[src/rtl/fsr_pkg.sv]
package fsr_pkg;
  localparam int WORD_W   = 32;
  localparam int EXC_W    = 5;
  localparam int FTT_W    = 3;
  localparam int FCC_W    = 2;
  localparam int RD_W     = 2;
  localparam int VER_W    = 3;

  localparam int CEXC_LSB = 0;
  localparam int AEXC_LSB = 5;
  localparam int FCC_LSB  = 10;
  localparam int QNE_POS  = 13;
  localparam int FTT_LSB  = 14;
  localparam int VER_LSB  = 17;
  localparam int TEM_LSB  = 23;
  localparam int RD_LSB   = 30;

  localparam int NV_POS   = EXC_W - 1;
  localparam logic [FTT_W-1:0] FTT_IEEE = FTT_W'(1);
  localparam logic [FCC_W-1:0] CC_UNORD = '1;

  typedef enum logic [1:0] {
    WR_ALL    = 2'd0,
    WR_NOCC   = 2'd1,
    WR_KEEPTT = 2'd2,
    WR_NONE   = 2'd3
  } wr_kind_e;

  typedef enum logic [1:0] {
    RND_NEAR = 2'd0,
    RND_ZERO = 2'd1,
    RND_UP   = 2'd2,
    RND_DOWN = 2'd3
  } rnd_e;

  typedef struct packed {
    logic [RD_W-1:0]  rd;
    logic [EXC_W-1:0] tem;
    logic [FTT_W-1:0] ftt;
    logic             qne;
    logic [FCC_W-1:0] fcc;
    logic [EXC_W-1:0] aexc;
    logic [EXC_W-1:0] cexc;
  } fsr_state_t;

  function automatic fsr_state_t word_to_state(input logic [WORD_W-1:0] w);
    fsr_state_t s;
    s.rd   = w[RD_LSB  +: RD_W];
    s.tem  = w[TEM_LSB +: EXC_W];
    s.ftt  = w[FTT_LSB +: FTT_W];
    s.qne  = w[QNE_POS];
    s.fcc  = w[FCC_LSB +: FCC_W];
    s.aexc = w[AEXC_LSB +: EXC_W];
    s.cexc = w[CEXC_LSB +: EXC_W];
    return s;
  endfunction
endpackage

[src/rtl/fsr_exc_eval.sv]
module fsr_exc_eval
  import fsr_pkg::*;
(
  input  logic [EXC_W-1:0] flags,
  input  logic [EXC_W-1:0] tem,
  input  logic [EXC_W-1:0] aexc_cur,
  output logic [EXC_W-1:0] cexc_nx,
  output logic [FTT_W-1:0] ftt_nx,
  output logic [EXC_W-1:0] aexc_nx,
  output logic             trap_nx
);
  logic [EXC_W-1:0] hit;

  for (genvar b = 0; b < EXC_W; b++) begin : g_hit
    assign hit[b] = flags[b] & tem[b];
  end

  always_comb begin
    trap_nx = |hit;
    cexc_nx = flags;
    if (trap_nx) begin
      ftt_nx  = FTT_IEEE;
      aexc_nx = aexc_cur;
    end else begin
      ftt_nx  = '0;
      aexc_nx = aexc_cur | flags;
    end
  end
endmodule

[src/rtl/fsr_round_dec.sv]
module fsr_round_dec
  import fsr_pkg::*;
(
  input  logic            clk,
  input  logic            rst,
  input  logic [RD_W-1:0] rd_nx,
  output logic [1:0]      round_mode
);
  rnd_e mode_d, mode_q;

  always_comb begin
    case (rd_nx)
      2'd0:    mode_d = RND_NEAR;
      2'd1:    mode_d = RND_ZERO;
      2'd2:    mode_d = RND_UP;
      default: mode_d = RND_DOWN;
    endcase
  end

  always_ff @(posedge clk) begin
    if (rst) mode_q <= RND_NEAR;
    else     mode_q <= mode_d;
  end

  assign round_mode = mode_q;
endmodule

[src/rtl/fsr_read_pack.sv]
module fsr_read_pack
  import fsr_pkg::*;
#(
  parameter logic [VER_W-1:0] VER_ID = 3'd4
) (
  input  fsr_state_t        st,
  output logic [WORD_W-1:0] word
);
  always_comb begin
    word = '0;
    word[RD_LSB   +: RD_W]  = st.rd;
    word[TEM_LSB  +: EXC_W] = st.tem;
    word[VER_LSB  +: VER_W] = VER_ID;
    word[FTT_LSB  +: FTT_W] = st.ftt;
    word[QNE_POS]           = st.qne;
    word[FCC_LSB  +: FCC_W] = st.fcc;
    word[AEXC_LSB +: EXC_W] = st.aexc;
    word[CEXC_LSB +: EXC_W] = st.cexc;
  end
endmodule

[src/rtl/fsr_ctrl.sv]
module fsr_ctrl
  import fsr_pkg::*;
#(
  parameter logic [VER_W-1:0] VER_ID = 3'd4
) (
  input  logic              clk,
  input  logic              rst,
  input  logic              op_valid,
  input  logic [EXC_W-1:0]  op_flags,
  input  logic              cmp_valid,
  input  logic [FCC_W-1:0]  cmp_cc,
  input  logic              wr_en,
  input  logic [1:0]        wr_mode,
  input  logic [WORD_W-1:0] wr_data,
  output logic [WORD_W-1:0] rd_data,
  output logic              trap_req,
  output logic [1:0]        round_mode
);
  fsr_state_t st, st_n, wr_st;
  logic       trap_q, trap_d;
  logic       wr_take;
  wr_kind_e   kind;

  logic [EXC_W-1:0] cexc_nx, aexc_nx;
  logic [FTT_W-1:0] ftt_nx;
  logic             trap_nx;

  logic unused_wr_bits;
  assign unused_wr_bits = ^{wr_data[29:28], wr_data[22:20], wr_data[19:17], wr_data[12]};

  assign kind    = wr_kind_e'(wr_mode);
  assign wr_take = wr_en && (kind != WR_NONE);
  assign wr_st   = word_to_state(wr_data);

  fsr_exc_eval u_eval (
    .flags    (op_flags),
    .tem      (st.tem),
    .aexc_cur (st.aexc),
    .cexc_nx  (cexc_nx),
    .ftt_nx   (ftt_nx),
    .aexc_nx  (aexc_nx),
    .trap_nx  (trap_nx)
  );

  always_comb begin
    st_n   = st;
    trap_d = 1'b0;
    if (wr_take) begin
      st_n.rd   = wr_st.rd;
      st_n.tem  = wr_st.tem;
      st_n.aexc = wr_st.aexc;
      st_n.cexc = wr_st.cexc;
      case (kind)
        WR_ALL: begin
          st_n.ftt = wr_st.ftt;
          st_n.fcc = wr_st.fcc;
          st_n.qne = wr_st.qne;
        end
        WR_NOCC: st_n.ftt = wr_st.ftt;
        default: ;
      endcase
    end else begin
      if (op_valid) begin
        st_n.cexc = cexc_nx;
        st_n.ftt  = ftt_nx;
        st_n.aexc = aexc_nx;
        trap_d    = trap_nx;
      end
      if (cmp_valid) begin
        st_n.fcc = cmp_cc;
        if (cmp_cc == CC_UNORD) st_n.aexc[NV_POS] = 1'b1;
      end
    end
  end

  always_ff @(posedge clk) begin
    if (rst) begin
      st     <= '0;
      trap_q <= 1'b0;
    end else begin
      st     <= st_n;
      trap_q <= trap_d;
    end
  end

  fsr_round_dec u_round (
    .clk        (clk),
    .rst        (rst),
    .rd_nx      (st_n.rd),
    .round_mode (round_mode)
  );

  fsr_read_pack #(.VER_ID(VER_ID)) u_pack (
    .st   (st),
    .word (rd_data)
  );

  assign trap_req = trap_q;

  AST_TRAP_FTT: assert property (@(posedge clk) disable iff (rst)
    trap_req |-> (rd_data[FTT_LSB +: FTT_W] == FTT_IEEE))
    else $error("trap without IEEE trap type");

  AST_TRAP_KEEPS_AEXC: assert property (@(posedge clk) disable iff (rst)
    (trap_req && !$past(cmp_valid) && !$past(rst)) |-> $stable(st.aexc))
    else $error("aexc changed on trap");

  AST_NOTRAP_ACCUM: assert property (@(posedge clk) disable iff (rst)
    ($past(op_valid && !wr_take) && !$past(rst) && !trap_req) |->
      (((st.aexc & $past(op_flags)) == $past(op_flags)) && (st.ftt == '0)))
    else $error("flags not accumulated");

  AST_ROUND_MATCH: assert property (@(posedge clk) disable iff (rst)
    round_mode == st.rd)
    else $error("round mode out of step with rd");

  AST_NONE_WRITE: assert property (@(posedge clk) disable iff (rst)
    ($past(wr_en && wr_mode == WR_NONE && !op_valid && !cmp_valid) && !$past(rst))
      |-> $stable(rd_data))
    else $error("reserved write changed state");

  AST_VER_FIXED: assert property (@(posedge clk) disable iff (rst)
    rd_data[VER_LSB +: VER_W] == VER_ID)
    else $error("version field changed");

  AST_WRITE_NO_TRAP: assert property (@(posedge clk) disable iff (rst)
    $past(wr_take) |-> !trap_req)
    else $error("trap raised under a write");
endmodule

[config.mk]
export PLATFORM = sky130hd
export DESIGN_NAME = fsr_ctrl
export DESIGN_NICKNAME = d
export VERILOG_FILES = /design/src/rtl/fsr_pkg.sv /design/src/rtl/fsr_exc_eval.sv /design/src/rtl/fsr_round_dec.sv /design/src/rtl/fsr_read_pack.sv /design/src/rtl/fsr_ctrl.sv
export SDC_FILE = /design/constraint.sdc
export NUM_CORES = 1
export LEC_CHECK = 0
export CORE_MARGIN = 1
export CORE_UTILIZATION = 60
export DETAILED_ROUTE_END_ITERATION = 8
export DONT_BUFFER_PORTS = 1
export PLACE_DENSITY = 0.79
export SLEW_MARGIN = 20
export SYNTH_ARGS = -nofsm -noshare
export SYNTH_HDL_FRONTEND = slang
export SYNTH_SLANG_ARGS = --single-unit
[constraint.sdc]
create_clock -name clk -period 1.9 [get_ports clk]
set_input_delay 0.095 -clock clk [delete_from_list [all_inputs] [get_ports clk]]
set_output_delay 0.095 -clock clk [all_outputs]
set_load 0.01 [all_outputs]
==> key figures <==
Finish
  – Layout-stage area growth over the synthesis result: 28.1%
  – Flip-flop and latch area: 480 µm²
  – Area of combinational cells with multiple inputs: 568 µm²
  – NumNets Final: 205
  – Leading cell types in the layout, fill and taps excluded: sky130_fd_sc_hd__dlygate4sd3_1, sky130_fd_sc_hd__dfxtp_1, sky130_fd_sc_hd__nand2_1, sky130_fd_sc_hd__a21oi_1
  – Share of final-layout standard cells stronger than drive strength 1: 0.0949
  – Most common cell after layout, fill and taps aside: sky130_fd_sc_hd__dlygate4sd3_1
  – Filler cells: 113
  – Post-layout util: 0.841
  – Number of diodes added for antenna fixing: 0

GRT
  – Antenna violations before repair: 0
  – Total gr overflow: 0
  – Vias in the first global route: 1011
  – Tot GR Track Use: 0.343
  – Wire length of the first global-routing pass: 4970 µm
  – Maximum number of pins on one net before global-route repair: 24

Yosys
  – Synth Area in Adders: 0
  – Mean area per synthesized cell: 8.94 µm²
  – Dominant combinational cell family by area after synthesis: compound AO/OA/AOI/OAI gates
  – Synthesized-area fraction occupied by ao, oa, aoi and oai cells: 0.251
  – Ys flop type: sky130_fd_sc_hd__dfxtp_1
  – Basic-gate share of the synthesized area counting and, or, nand and nor cells: 0.128
  – Multiplexer share of the synthesized area: 0.0769
  – XOR/XNOR share of the synthesized area: 0
  – Synth async-reset ratio: 0
  – Cell Area, Synth: 1170 µm²
  – Synth cell types: 31
  – Portion of the post-synthesis area used by sequential elements: 0.410
  – Cells after synthesis: 131
  – Number of synthesized register bits: 24
  – Warning count from the yosys run: 0
  – EDFF count, synth: 0

Timing
  – Setup violators final: 0
  – Final period demand of the worst path: 1.66 ns
  – Unrepaired setup endpoints after global routing: false
  – Remaining max-slew budget at the tightest pin: 0.385
  – Final Max Tran Viols: 0
  – Pin slew with the least headroom to its limit: 0.920 ns
  – F_max: 0.601 GHz
  – Crit share post-route: 0.875
  – Worst-case clock skew: 0.0111 ns
  – Final count of hold timing violations: 0
  – Final TNS setup: 0 ns

Routing
  – Vias after detailed routing: 1085
  – Average wire per standard cell: 17.6 µm
  – Aggregate routed wire length: 3220 µm
  – Number of iterations in the first detailed-routing pass: 4
  – Post-detailed-route via-to-cell ratio: 5.93
  – Total DRC errors in the routed layout: 0
  – Detail Route Antenna Nets: 0
  – Drt first-iter violations: 30

Place
  – Sum of net half-perimeters after detailed placement: 1760 µm
  – Count of port buffers added during placement: 0
  – Routability congestion estimate from global placement: 0.629

Clock tree
  – Clk sinks: 24
  – Clock edge transition at the registers on the reported setup and hold paths: 0.15 ns
  – Resized cells post-CTS: 0
  – Maximum root-to-sink buffer count: 2
  – Cell at the root of the clock tree: sky130_fd_sc_hd__clkbuf_4
  – Total CTS buffers: 3
  – Clock tree from TritonCTS: built
  – H-tree depth reported by CTS: 1
  – Post-CTS setup buffer count: 0
  – Later-pin clock latency in the skew report: 0.32 ns

Critical path
  – Most repeated library cell on the critical path: sky130_fd_sc_hd__dlygate4sd3_1
  – Cell breakdown of the critical path: dlygate4sd3_1 > a21oi_1 > dlygate4sd3_1
  – Setup crit end kind: register
  – Kind of start point of the critical path: input port
  – Arrival time at the worst endpoint: 1.90 ns
  – Cell with the largest stage delay on the worst path: sky130_fd_sc_hd__dlygate4sd3_1
  – Worst path required time: 2.13 ns
  – Maximum fanout along the worst path: 23
  – Startpoint of the worst setup timing path: rst
  – Worst Path Class, Setup: input port to register
  – Largest incremental delay on the critical path: 1.14 ns
  – Crit Reg-Reg Startpoint: st[18]

Floorplanning
  – Starting density of the core: 0.657
  – Core Area: 1780 µm²
  – Die outline area: 2130 µm²
  – Number of top-level pins: 81
  – Width of the chip: 46.2 µm
  – Height of the die: 46.2 µm
  – Number of standard-cell rows in the floorplan: 15

Hold path
  – Worst hold path startpoint: op_flags[3]
  – Worst hold path type: input port to register

Power
  – Power per Cell Area: 772 nW/µm²
  – Leak pwr: 0.000600 µW
  – Worst VDD drop: 0.000597 V

Status
  – Status: complete, no violations

Run
  – Number of max-cap violations: 0
[metal layers]
| metal | share of wire | wire length [µm] | up-vias | GRT usage |
|---|---|---|---|---|
| met3 | 0.076 | 246 | 12 | 0.118 |
| met5 | 0 | 0 | - | 0 |
| li1 | - | - | 495 | - |
| met2 | 0.53 | 1700 | 63 | 0.600 |
| met1 | 0.37 | 1190 | 515 | 0.370 |
| met4 | 0.025 | 80 | 0 | 0.147 |
[state kept, by name, indices dropped and copies added, names as in the netlist, named ones only]
signal	count
trap_req	1
st	21
[cell families (layout without fill, tap and decap cells)]
kind of cell    count (synthesis)  after routing
compound gates                 36             36
flops                          24             24
simple gates                   34             34
mux                             9              9
other cells                     2              9
buf+inv                        26             46
[final cells by class]
cell class              instances  share of cell area
repair buffers                 34               0.225
multi-input cells              88               0.379
well taps                      25              0.0209
clock inverters                 1              0.0200
inverters                       8              0.0200
flip-flops and latches         24               0.320
clock buffers                   3              0.0150
[cells in the mapped netlist, types with 2 or more instances]
library cell / n / area share
sky130_fd_sc_hd__mux2i_1: 9 / 0.077
sky130_fd_sc_hd__a211oi_1: 6 / 0.038
sky130_fd_sc_hd__conb_1: 2 / 0.0064
sky130_fd_sc_hd__nand2_1: 20 / 0.064
sky130_fd_sc_hd__nor2_1: 6 / 0.019
sky130_fd_sc_hd__buf_4: 13 / 0.083
sky130_fd_sc_hd__o211ai_1: 3 / 0.019
sky130_fd_sc_hd__clkbuf_1: 2 / 0.0064
sky130_fd_sc_hd__buf_2: 2 / 0.0085
sky130_fd_sc_hd__nor2b_1: 2 / 0.011
sky130_fd_sc_hd__o32ai_2: 5 / 0.069
sky130_fd_sc_hd__dfxtp_1: 24 / 0.41
sky130_fd_sc_hd__a21oi_1: 13 / 0.056
sky130_fd_sc_hd__inv_1: 7 / 0.022
[stage by stage]
step / std cells / hold WS (ns) / area, µm² / worst slack [ns] / total power (µW)
2_1_floorplan: 138 / 0.174 / 1200 / 0.591 / 721
3_3_place_gp: 146 / 0.166 / 1120 / 0.468 / 711
3_5_place_dp: 146 / 0.168 / 1120 / 0.468 / 717
4_1_cts: 183 / 0.00329 / 1500 / 0.269 / 1150
5_1_grt: 183 / 0.00972 / 1500 / 0.194 / 1200
6_report: 183 / 0.00348 / 1500 / 0.237 / 1160
[critical path: cells and delay by family]
family | cells | cell delay, ns
buf+inv | 2 | 1.73
compound gates | 1 | 0.07
[power by group]
part           total (µW)  switching [µW]  internal (µW)
Sequential            587            46.8            540
Clock                 379             166            213
Combinational         192            93.6           98.0
[worst paths after layout]
| path | endpoint | slack, ns | cells past startpoint |
|---|---|---|---|
| min reg2reg | st[12] | 0.52 | 2 |
| max reg2reg | st[13] | 0.39 | 3 |
| max | st[17] | 0.24 | 3 |
| min | st[3] | 0.003 | 2 |
[what timing repair did]
action	CTS	global route
setup endpoints to repair	0	0
hold endpoints to repair	24	0
hold buffers	33	0
Note: power is estimated with default switching activity, not from simulation.
